$ cat config.mk
export PLATFORM = sky130hd
export DESIGN_NAME = xbus_ctrl
export DESIGN_NICKNAME = d
export VERILOG_FILES = /design/src/rtl/xbus_pkg.sv /design/src/rtl/xbus_cfg_reg.sv /design/src/rtl/xbus_lane_map.sv /design/src/rtl/xbus_seq.sv /design/src/rtl/xbus_ctrl.sv
export SDC_FILE = /design/constraint.sdc
export NUM_CORES = 1
export LEC_CHECK = 0
export ABC_AREA = 1
export BUFFER_PORTS_ARGS = -buffer_cell sky130_fd_sc_hd__buf_4
export CORE_MARGIN = 2
export CORE_UTILIZATION = 45
export CTS_BUF_LIST = sky130_fd_sc_hd__clkbuf_4
export DETAILED_ROUTE_END_ITERATION = 16
export PLACE_DENSITY = 0.74
export SYNTH_ARGS = -nofsm -noshare
export SYNTH_HDL_FRONTEND = slang
export SYNTH_HIERARCHICAL = 1
export SYNTH_SLANG_ARGS = --single-unit
$ cat constraint.sdc
create_clock -name clk_i -period 1.7 [get_ports clk_i]
set_input_delay 0.085 -clock clk_i [delete_from_list [all_inputs] [get_ports clk_i]]
set_output_delay 0.085 -clock clk_i [all_outputs]
set_load 0.005 [all_outputs]
$ cat src/rtl/xbus_pkg.sv
package xbus_pkg;
  typedef struct packed {
    logic       rel;    // pins released to ports when idle
    logic [1:0] wcode;  // wait code, reverse encoded
    logic [1:0] wmode;  // 00 byte-write, 01 byte-select, 1x word
  } cfg_t;

  typedef struct packed {
    logic wrh;
    logic wrl;
    logic ub;
    logic lb;
    logic rd;
  } strb_t;

  function automatic logic [1:0] wait_of(input logic [1:0] code);
    return ~code;
  endfunction
endpackage

$ cat src/rtl/xbus_cfg_reg.sv
module xbus_cfg_reg
  import xbus_pkg::*;
#(
  parameter int RW = 8
) (
  input  logic          clk_i,
  input  logic          rst_ni,
  input  logic          en_i,
  input  logic          we_i,
  input  logic [RW-1:0] wdata_i,
  output cfg_t          cfg_o,
  output logic [RW-1:0] rdata_o
);
  cfg_t cfg_q;

  always_ff @(posedge clk_i or negedge rst_ni) begin
    if (!rst_ni) cfg_q <= '0;
    else if (we_i && en_i) begin
      cfg_q.rel   <= wdata_i[7];
      cfg_q.wcode <= wdata_i[5:4];
      cfg_q.wmode <= wdata_i[1:0];
    end
  end

  always_comb begin
    rdata_o      = '0;
    rdata_o[7]   = cfg_q.rel;
    rdata_o[5:4] = cfg_q.wcode;
    rdata_o[1:0] = cfg_q.wmode;
  end

  assign cfg_o = cfg_q;
endmodule

$ cat src/rtl/xbus_lane_map.sv
module xbus_lane_map
  import xbus_pkg::*;
#(
  parameter int BW = 8,
  localparam int DW = 2 * BW
) (
  input  logic [1:0]    wmode_i,
  input  logic          write_i,
  input  logic          hi_i,
  input  logic          a0_i,
  input  logic [BW-1:0] data_i,
  input  logic [BW-1:0] lo_latch_i,
  output logic          launch_o,
  output strb_t         strb_o,
  output logic [DW-1:0] dout_o
);
  always_comb begin
    strb_o   = '0;
    dout_o   = {data_i, data_i};
    launch_o = 1'b1;
    if (!write_i) begin
      strb_o.rd = 1'b1;
    end else if (wmode_i[1]) begin
      // word: low byte only latched, high byte launches
      launch_o   = hi_i;
      dout_o     = {data_i, lo_latch_i};
      strb_o.wrh = hi_i;
    end else if (wmode_i[0]) begin
      strb_o.wrh = 1'b1;
      strb_o.ub  = a0_i;
      strb_o.lb  = !a0_i;
    end else begin
      strb_o.wrh = a0_i;
      strb_o.wrl = !a0_i;
    end
  end
endmodule

$ cat src/rtl/xbus_seq.sv
module xbus_seq
  import xbus_pkg::*;
#(
  parameter int AW = 20,
  parameter int BW = 8,
  parameter int CW = 2,
  localparam int DW = 2 * BW
) (
  input  logic          clk_i,
  input  logic          rst_ni,
  input  logic          start_i,
  input  logic          launch_i,
  input  logic [CW-1:0] wait_i,
  input  strb_t         strb_i,
  input  logic [DW-1:0] dout_i,
  input  logic [AW-1:0] addr_i,
  input  logic [DW-1:0] din_i,
  output logic          busy_o,
  output strb_t         strb_o,
  output logic [DW-1:0] dout_o,
  output logic [AW-1:0] addr_o,
  output logic          done_o,
  output logic [BW-1:0] rdata_o
);
  logic          busy_q, done_q;
  logic [CW-1:0] cnt_q;
  strb_t         strb_q;
  logic [DW-1:0] dout_q;
  logic [AW-1:0] addr_q;
  logic [BW-1:0] rdata_q;

  always_ff @(posedge clk_i or negedge rst_ni) begin
    if (!rst_ni) begin
      busy_q  <= 1'b0;
      done_q  <= 1'b0;
      cnt_q   <= '0;
      strb_q  <= '0;
      dout_q  <= '0;
      addr_q  <= '0;
      rdata_q <= '0;
    end else begin
      done_q <= 1'b0;
      if (!busy_q) begin
        if (start_i) begin
          if (launch_i) begin
            busy_q <= 1'b1;
            cnt_q  <= wait_i;
            strb_q <= strb_i;
            dout_q <= dout_i;
            addr_q <= addr_i;
          end else begin
            done_q <= 1'b1;
          end
        end
      end else if (cnt_q == '0) begin
        busy_q <= 1'b0;
        strb_q <= '0;
        done_q <= 1'b1;
        if (strb_q.rd) rdata_q <= addr_q[0] ? din_i[DW-1:BW] : din_i[BW-1:0];
      end else begin
        cnt_q <= cnt_q - 1'b1;
      end
    end
  end

  assign busy_o  = busy_q;
  assign strb_o  = strb_q;
  assign dout_o  = dout_q;
  assign addr_o  = addr_q;
  assign done_o  = done_q;
  assign rdata_o = rdata_q;
endmodule

$ cat src/rtl/xbus_ctrl.sv
module xbus_ctrl
  import xbus_pkg::*;
#(
  parameter int AW = 20,
  parameter int BW = 8,
  localparam int DW = 2 * BW
) (
  input  logic          clk_i,
  input  logic          rst_ni,
  input  logic          ext_mem_i,
  input  logic          reg_we_i,
  input  logic [BW-1:0] reg_wdata_i,
  output logic [BW-1:0] reg_rdata_o,
  input  logic          req_valid_i,
  output logic          req_ready_o,
  input  logic          req_write_i,
  input  logic          req_hi_i,
  input  logic [AW-1:0] req_addr_i,
  input  logic [BW-1:0] req_data_i,
  output logic          done_o,
  output logic [BW-1:0] rdata_o,
  output logic [AW-1:0] bus_addr_o,
  output logic [DW-1:0] bus_dout_o,
  output logic          bus_doe_o,
  input  logic [DW-1:0] bus_din_i,
  output logic          wrh_o,
  output logic          wrl_o,
  output logic          ub_o,
  output logic          lb_o,
  output logic          rd_o,
  output logic          pins_bus_o
);
  cfg_t          cfg;
  strb_t         strb_n, strb;
  logic [DW-1:0] dout_n;
  logic          launch, start, busy;
  logic [BW-1:0] lo_q;

  xbus_cfg_reg #(.RW(BW)) u_cfg (
    .clk_i, .rst_ni,
    .en_i    (ext_mem_i),
    .we_i    (reg_we_i),
    .wdata_i (reg_wdata_i),
    .cfg_o   (cfg),
    .rdata_o (reg_rdata_o)
  );

  xbus_lane_map #(.BW(BW)) u_map (
    .wmode_i    (cfg.wmode),
    .write_i    (req_write_i),
    .hi_i       (req_hi_i),
    .a0_i       (req_addr_i[0]),
    .data_i     (req_data_i),
    .lo_latch_i (lo_q),
    .launch_o   (launch),
    .strb_o     (strb_n),
    .dout_o     (dout_n)
  );

  assign start = req_valid_i && !busy;

  always_ff @(posedge clk_i or negedge rst_ni) begin
    if (!rst_ni) lo_q <= '0;
    else if (start && req_write_i && !req_hi_i && cfg.wmode[1]) lo_q <= req_data_i;
  end

  xbus_seq #(.AW(AW), .BW(BW), .CW(2)) u_seq (
    .clk_i, .rst_ni,
    .start_i  (start),
    .launch_i (launch),
    .wait_i   (wait_of(cfg.wcode)),
    .strb_i   (strb_n),
    .dout_i   (dout_n),
    .addr_i   (req_addr_i),
    .din_i    (bus_din_i),
    .busy_o   (busy),
    .strb_o   (strb),
    .dout_o   (bus_dout_o),
    .addr_o   (bus_addr_o),
    .done_o   (done_o),
    .rdata_o  (rdata_o)
  );

  assign req_ready_o = !busy;
  assign wrh_o       = strb.wrh;
  assign wrl_o       = strb.wrl;
  assign ub_o        = strb.ub;
  assign lb_o        = strb.lb;
  assign rd_o        = strb.rd;
  assign bus_doe_o   = busy && (strb.wrh || strb.wrl);
  assign pins_bus_o  = !cfg.rel || busy;
endmodule

---- Yosys cells after proc, flatten, opt, wreduce, memory -nomap -nowiden ----
Index checks and enable logic that the tools add are counted.
word-level totals
  register bits ........................... 66
  bits of input ports ..................... 59
  output and inout port bits .............. 61
cells by class
  add/subtract/negate cells ............... 1
  equal/unequal tests ..................... 2
  multiplexer cells ....................... 28
  bitwise logic cells ..................... 2
  reduce and logical (&&, ||, !) cells .... 19
operator list
  operator                                                             count
  8-bit 2-to-1 mux                                                     3
  5-bit 2-to-1 mux                                                     4
  1-bit 2-to-1 mux                                                     14
  3-bit AND reduction                                                  4
  2-bit 2-to-1 mux                                                     5
  1-bit logical AND                                                    6
  1-bit logical NOT                                                    4
  4-bit 2-to-1 mux                                                     1
  2-bit inequality test (second input constant)                        2
  2-bit nonzero test                                                   2
  3-bit 2-to-1 mux                                                     1
  2-bit logical NOT                                                    1
  1-bit logical OR                                                     2
  2-bit inverter                                                       1
  2-bit by 1-bit subtractor with 2-bit output (second input constant)  1
  1-bit inverter                                                       1

---- Depth between registers and ports, before layout ----
Gate-level depths: netlist of the first run.
  depth in word-level cells ............... 7
  depth in mapped cells ................... 8

---- Cells and area by module ----
The synthesis of the first run kept the hierarchy.
by module, submodules not included
  module         times used  cells an instance  area each (µm²)
  xbus_seq       1           275                2481.1
  xbus_ctrl      1           47                 364.1
  xbus_cfg_reg   1           30                 257.7
  xbus_lane_map  1           48                 230.2

---- Least setup slack after synthesis of the first run ----
Ideal clock, no wire load.
  path type ............................... register to register
  from .................................... register u_cfg.cfg_q, in the netlist u_cfg/cfg_o[1]
  to ...................................... register u_seq.addr_q[5], in the netlist u_seq/addr_o[5]
  setup time .............................. 0.117 ns
  arrival ................................. 1.203 ns
  data required time ...................... 1.583 ns
  slack ................................... 0.379 ns
  cell stages (with the launch flop) ...... 8
  cell sequence ........................... dfrtp_1 -> nand2_4 -> inv_6 -> nand2_1 -> nand3_4 -> buf_6 -> nand2_1 -> o21ai_2
on the way
  cells in the longest elaborated chain, start to end .. 3
RTL lines
  what                                  line                 text
  start: declaration                    xbus_cfg_reg.sv:14   cfg_t cfg_q;
  1-bit 2-to-1 mux                      xbus_lane_map.sv:23  end else if (wmode_i[1]) begin
  1-bit 2-to-1 mux                      xbus_lane_map.sv:21  if (!write_i) begin
  named net launch                      xbus_ctrl.sv:36      logic launch, start, busy;
  3-bit AND reduction (no source line)  -
  end signal: assignment                xbus_seq.sv:50       addr_q <= addr_i;
  end: declaration                      xbus_seq.sv:29       logic [AW-1:0] addr_q;
The timed path passes the listed nets, and every way through them passes these cells.
A chain may end at the register's enable or synchronous reset.

==> results.json, run 1 <==
{
  "hold_viol_final": 0,
  "post-place-ws_ps": 161,
  "period_share_pct": 98.1,
  "cts.sinks": 66,
  "skew_ps": 11.3,
  "yosys_warnings": 6,
  "fmax_mhz": 600,
  "start_kind": "primary input",
  "synth.area.mux_share_pct": 0,
  "cp-startpoint": "reg_wdata_i[5]",
  "antenna_left": 0,
  "sw_frac_of_total_pct": 35.1,
  "die-height_um": 90.1,
  "syn-mean-instance-area_um2": 8.33,
  "hold_class": "in2reg",
  "clock-root-buffer": "clkbuf_4",
  "setup_violations": 0,
  "utilization_pct": 67.0,
  "r2r_start": "u_cfg/cfg_o[1]",
  "criticalPathCategory": "in2reg",
  "synth_seq_cells": 66,
  "rr_worst_depth": 7,
  "synth_area_mm2": 0.00333,
  "cts_tree": "built",
  "multi_input_area_mm2": 0.00121,
  "grt_pass1_vias": 2850,
  "grt_setup_unrepaired": "false",
  "final.setup.tns_ps": 0,
  "power.share.clock_pct": 16.9,
  "totalWireLength_um": 7540,
  "hold_path_startpoint": "ext_mem_i",
  "report.final.slew_viol_count": 0,
  "yosys.cell_types.count": 23,
  "fin_ws_ps": 32.4,
  "synth_top_family_by_area": "simple AND/OR/NAND/NOR gates",
  "grt-ovfl-total": 0,
  "clk_latency_ps": 390,
  "grt_pass1_wl_um": 12800,
  "numCtsBuffers": 9,
  "synthXorXnorAreaFrac_pct": 0,
  "io_pins": 120,
  "drv_cap": 0,
  "drtPass1Iterations": 4,
  "io_buffers": 113,
  "grt_max_degree": 39,
  "irDropWorstVdd_mv": 0.842,
  "dp_hpwl_um": 5040,
  "synth_compound_area_share_pct": 10.8,
  "path_max_fanout": 1,
  "antenna_found_initial": 0,
  "reg2reg_setup_slack_ps": 180,
  "clkTransAtPathRegs_ps": 100,
  "routed_via_density": 4.45,
  "ys_seq_area_share_pct": 49.5,
  "rows": 31,
  "seqCellArea_mm2": 0.00165,
  "fill_cells": 601,
  "gp_routability_congestion": 0.805,
  "htree_levels": 3,
  "final_cell_mix": "159 x nand2_1, 115 x buf_4, 65 x dfrtp_1",
  "p_leak_nw": 2.69,
  "clockBufferDepth": 2,
  "status": "finished clean",
  "initial_core_util_pct": 46.2,
  "p_switching_mw": 2.37,
  "wl_per_cell_um": 11.4,
  "dr_total_vias": 2939,
  "synthSimpleGateAreaFrac_pct": 24.5,
  "fin_nets": 618,
  "die_area_mm2": 0.00811,
  "layout-drive-gt1-share_pct": 32.6,
  "num_antenna_cells": 0,
  "drc_errors": 0,
  "fp.coreArea_mm2": 0.00721,
  "syn_inst": 400,
  "whs_path_depth": 4,
  "track_usage_pct": 19.4,
  "final_common_cell": "nand2_1",
  "pwr-share-seq_pct": 39.6,
  "power_density_mw_per_mm2": 1400,
  "synthAdderAreaFrac_pct": 0.751,
  "drtIter0Drc": 124,
  "area_growth_syn_to_layout_pct": 45.1,
  "p_total_mw": 6.76,
  "fin_crit_ps": 1670,
  "internal_power_mw": 4.39,
  "cp_data_arrival_time_ps": 1950,
  "die_x_um": 90.1,
  "comb_power_share_pct": 43.5,
  "required_ps": 1980,
  "critPathCaptureType": "register"
}
-- state kept, by name, summed over array words and instances, names as in the netlist --
signal         cells
lo_q               8
u_cfg/cfg_o        5
u_seq/addr_o      20
u_seq/busy_o       1
u_seq/cnt_q        2
u_seq/done_o       1
u_seq/dout_o      16
u_seq/rdata_o      8
u_seq/strb_o       5
-- cells by family (layout without fill, tap and decap cells) --
| group | after synthesis | count (layout) |
|---|---|---|
| fa+ha+maj | 2 | 2 |
| compound gates | 45 | 45 |
| other cells | 1 | 3 |
| buf+inv | 92 | 251 |
| flops | 66 | 66 |
| simple gates | 194 | 194 |
-- routing by layer --
layer / vias to the layer above / part of all wire, % / track usage (%)
li1: 1503 / - / -
met1: 1353 / 43 / 23.8
met2: 70 / 51 / 33.8
met3: 13 / 3.8 / 3.10
met4: 0 / 2.1 / 8.72
met5: - / 0 / 0
-- metrics by stage --
| stage | std cells | hold WS [ps] | cell area [um2] |
|---|---|---|---|
| after detailed placement | 593 | 42.4 | 4170 |
| after CTS | 660 | 2.28 | 4840 |
| after global routing | 660 | 31.5 | 4840 |
| after floorplan | 402 | -211 | 3340 |
| final | 660 | 25.2 | 4840 |
| after global placement | 593 | 31.7 | 4170 |
-- what timing repair did --
action                                 4_1_cts  5_1_grt
endpoints found under the hold margin      115        0
buffers inserted                             0        0
gates resized for setup                      0        1
hold buffers                                52        0
setup endpoints to repair                    0        2
-- Yosys cell counts --
master    count  area, um2
clkinv_2      1       5.00
o21ai_2      36        315
inv_6         1       8.76
o21ai_0       7       35.0
inv_2         3       11.3
nor3_2        1       10.0
dfrtp_1      66       1650
nand3_4       2       35.0
inv_1        61        229
nor2_1       11       41.3
nand3_1      14       70.1
nand2_4       2       22.5
nor2_2        1       6.26
buf_6         8       90.1
nand2_1     159        597
buf_4        17        128
nand2_2       2       12.5
nand3_2       1       10.0
ha_1          2       25.0
nor2_4        1       11.3
buf_2         1       5.00
conb_1        1       3.75
o21ai_1       2       10.0
-- critical path, stage by stage --
cell and delay, ps:
dlygate4sd3_1 540, buf_4 130, nand3_1 60, dlygate4sd3_1 540
nand2_1 50, dlygate4sd3_1 540
-- power groups by stage --
stage | Sequential, mW | Combinational [mW] | Clock [mW]
6_report | 2.68 | 2.94 | 1.14
3_3_place_gp | 2.68 | 2.76 | 0
2_1_floorplan | 2.67 | 1.62 | 0
4_1_cts | 2.68 | 2.97 | 1.18
3_5_place_dp | 2.71 | 2.84 | 0
5_1_grt | 2.76 | 3.28 | 1.24
-- layout make-up --
type                            count  area share (%)
Clock buffer                       11            1.71
Clock inverter                      4            1.40
Inverter                           66            5.25
Multi-Input combinational cell    244            25.1
Sequential cell                    66            34.2
Tap cell                           99            2.56
Timing Repair Buffer              170            29.8
-- worst paths after layout --
kind | to
max | u_cfg/cfg_o[3]
min | u_cfg/cfg_o[4]
max reg2reg | u_seq/addr_o[13]
min reg2reg | lo_q[5]
max in group asynchronous | u_seq/addr_o[0]
min in group asynchronous | u_cfg/cfg_o[3]
No activity file was read; power rests on OpenSTA's default activity.
==> run 2, diff against run 1 <==
CELL_PAD_IN_SITES_DETAIL_PLACEMENT = 0   (was default)
CELL_PAD_IN_SITES_GLOBAL_PLACEMENT = 1   (was default)
CORE_UTILIZATION = 37   (was 45)
PLACE_DENSITY = default   (was 0.74)
PLACE_DENSITY_LB_ADDON = 0.1   (was default)
==> run 2 against run 1 <==
Effect of this change:
- worst setup slack improved by 4.6 ps
- global-route usage fell by 2.5 points
- die area rose by 21%
- critical path type unchanged
- wire length rose by 4.4%
- critical path depth did not move
- register-to-register slack improved by 50 ps
- critical endpoint is now u_cfg/cfg_o[2]
- via count fell by 1.3%
- non-clock buffer count rose by 7
==> results.json, run 2 (synthesized netlist as in run 1, its figures left out) <==
{
  "drtIter0Drc": 89,
  "fill_cells": 837,
  "initial_core_util_pct": 38.2,
  "fin_crit_ps": 1660,
  "p_leak_nw": 2.70,
  "status": "finished clean",
  "fmax_mhz": 601,
  "path_max_fanout": 1,
  "die-height_um": 98.9,
  "layout-drive-gt1-share_pct": 32.7,
  "p_total_mw": 6.70,
  "cts_tree": "built",
  "track_usage_pct": 17.0,
  "hold_class": "in2reg",
  "wl_per_cell_um": 11.6,
  "final.setup.tns_ps": 0,
  "dp_hpwl_um": 5210,
  "critPathCaptureType": "register",
  "power_density_mw_per_mm2": 1370,
  "rows": 34,
  "cts.sinks": 66,
  "gp_routability_congestion": 0.753,
  "largest_reg_flops": 20,
  "skew_ps": 12.7,
  "required_ps": 2000,
  "antenna_left": 0,
  "die_x_um": 98.9,
  "drc_errors": 0,
  "numCtsBuffers": 9,
  "routed_via_density": 4.28,
  "irDropWorstVdd_mv": 0.615,
  "criticalPathCategory": "in2reg",
  "drv_cap": 0,
  "drtPass1Iterations": 4,
  "final_cell_mix": "159 x nand2_1, 116 x buf_4, 65 x dfrtp_1",
  "num_antenna_cells": 0,
  "fin_ws_ps": 37.0,
  "clockBufferDepth": 2,
  "utilization_pct": 56.1,
  "hold_viol_final": 0,
  "start_kind": "primary input",
  "grt_pass1_wl_um": 13300,
  "antenna_found_initial": 0,
  "final_cells": 677,
  "report.final.slew_viol_count": 0,
  "grt_max_degree": 57,
  "place_inst": 602,
  "cts_setup_buffers": 0,
  "htree_levels": 3,
  "io_buffers": 113,
  "clk_latency_ps": 400,
  "die_area_mm2": 0.00978,
  "fp.coreArea_mm2": 0.00872,
  "dr_total_vias": 2900,
  "post-place-ws_ps": 275,
  "io_pins": 120,
  "grt_setup_unrepaired": "false",
  "grt_pass1_vias": 2879,
  "grt-ovfl-total": 0,
  "final_common_cell": "nand2_1",
  "totalWireLength_um": 7860,
  "fin_nets": 625,
  "setup_violations": 0,
  "area_growth_syn_to_layout_pct": 46.8,
  "period_share_pct": 97.8,
  "cp_data_arrival_time_ps": 1960,
  "clkTransAtPathRegs_ps": 120,
  "clock-root-buffer": "clkbuf_4"
}
==> run 2: cell types whose count changed in the layout (fill, tap and decap cells not counted), sizes merged <==
cell / before / now
clkinvlp: 0 / 2
dlygate4sd3: 52 / 59
bufinv: 2 / 1
clkbuf: 11 / 9
inv: 65 / 66
clkinv: 3 / 4
==> run 2: report_power, final <==
group | switching, mW | total (mW) | internal (mW)
Clock | 0.581 | 1.03 | 0.445
Sequential | 0.422 | 2.66 | 2.24
Combinational | 1.43 | 3.01 | 1.58
Total | 2.43 | 6.70 | 4.26
==> run 2: stage by stage <==
stage / instance area [um2] / hold slack [ps]
floorplan: 3340 / -211
global placement: 4160 / 11.1
detailed placement: 4160 / 13.9
CTS: 4900 / 63.0
global route: 4890 / 87.6
finish: 4890 / 90.1
==> run 2: what timing repair did <==
action	in CTS	in global routing
endpoints found under the hold margin	116	0
endpoints found under the setup margin	0	9
hold buffers	60	0
resized for setup	0	1
==> run 2: worst max-delay path: stages <==
cell           delay (ps)
dlygate4sd3_1         540
buf_4                 130
nand3_1                60
dlygate4sd3_1         540
nand2_1                50
dlygate4sd3_1         550
==> run 2: final timing paths <==
path	from	to	slack (ps)	cells past startpoint
max in group asynchronous	rst_ni	u_seq/addr_o[0]	1030	3
worst min-delay path	req_valid_i	lo_q[6]	90	5
worst max-delay path	reg_wdata_i[4]	u_cfg/cfg_o[2]	40	6
min in group asynchronous	rst_ni	u_seq/rdata_o[4]	110	2
worst min register to register	lo_q[1]	lo_q[1]	480	2
worst max register to register	u_seq/addr_o[0]	u_seq/rdata_o[5]	230	5
==> run 2: cell type report <==
type | count | area (um2) | area share [%]
Inverter | 66 | 254 | 5.19
Tap cell | 108 | 135 | 2.76
Sequential cell | 66 | 1650 | 33.8
Timing Repair Buffer | 177 | 1500 | 30.7
Multi-Input combinational cell | 244 | 1210 | 24.8
Clock inverter | 7 | 68.8 | 1.41
Clock buffer | 9 | 67.6 | 1.38
==> run 2: per-layer routing <==
layer | share of wire [%] | global-route usage, %
met1 | 46 | 22.8
met3 | 6.2 | 3.55
met4 | 1.8 | 6.95
met5 | 0 | 0
met2 | 46 | 26.9
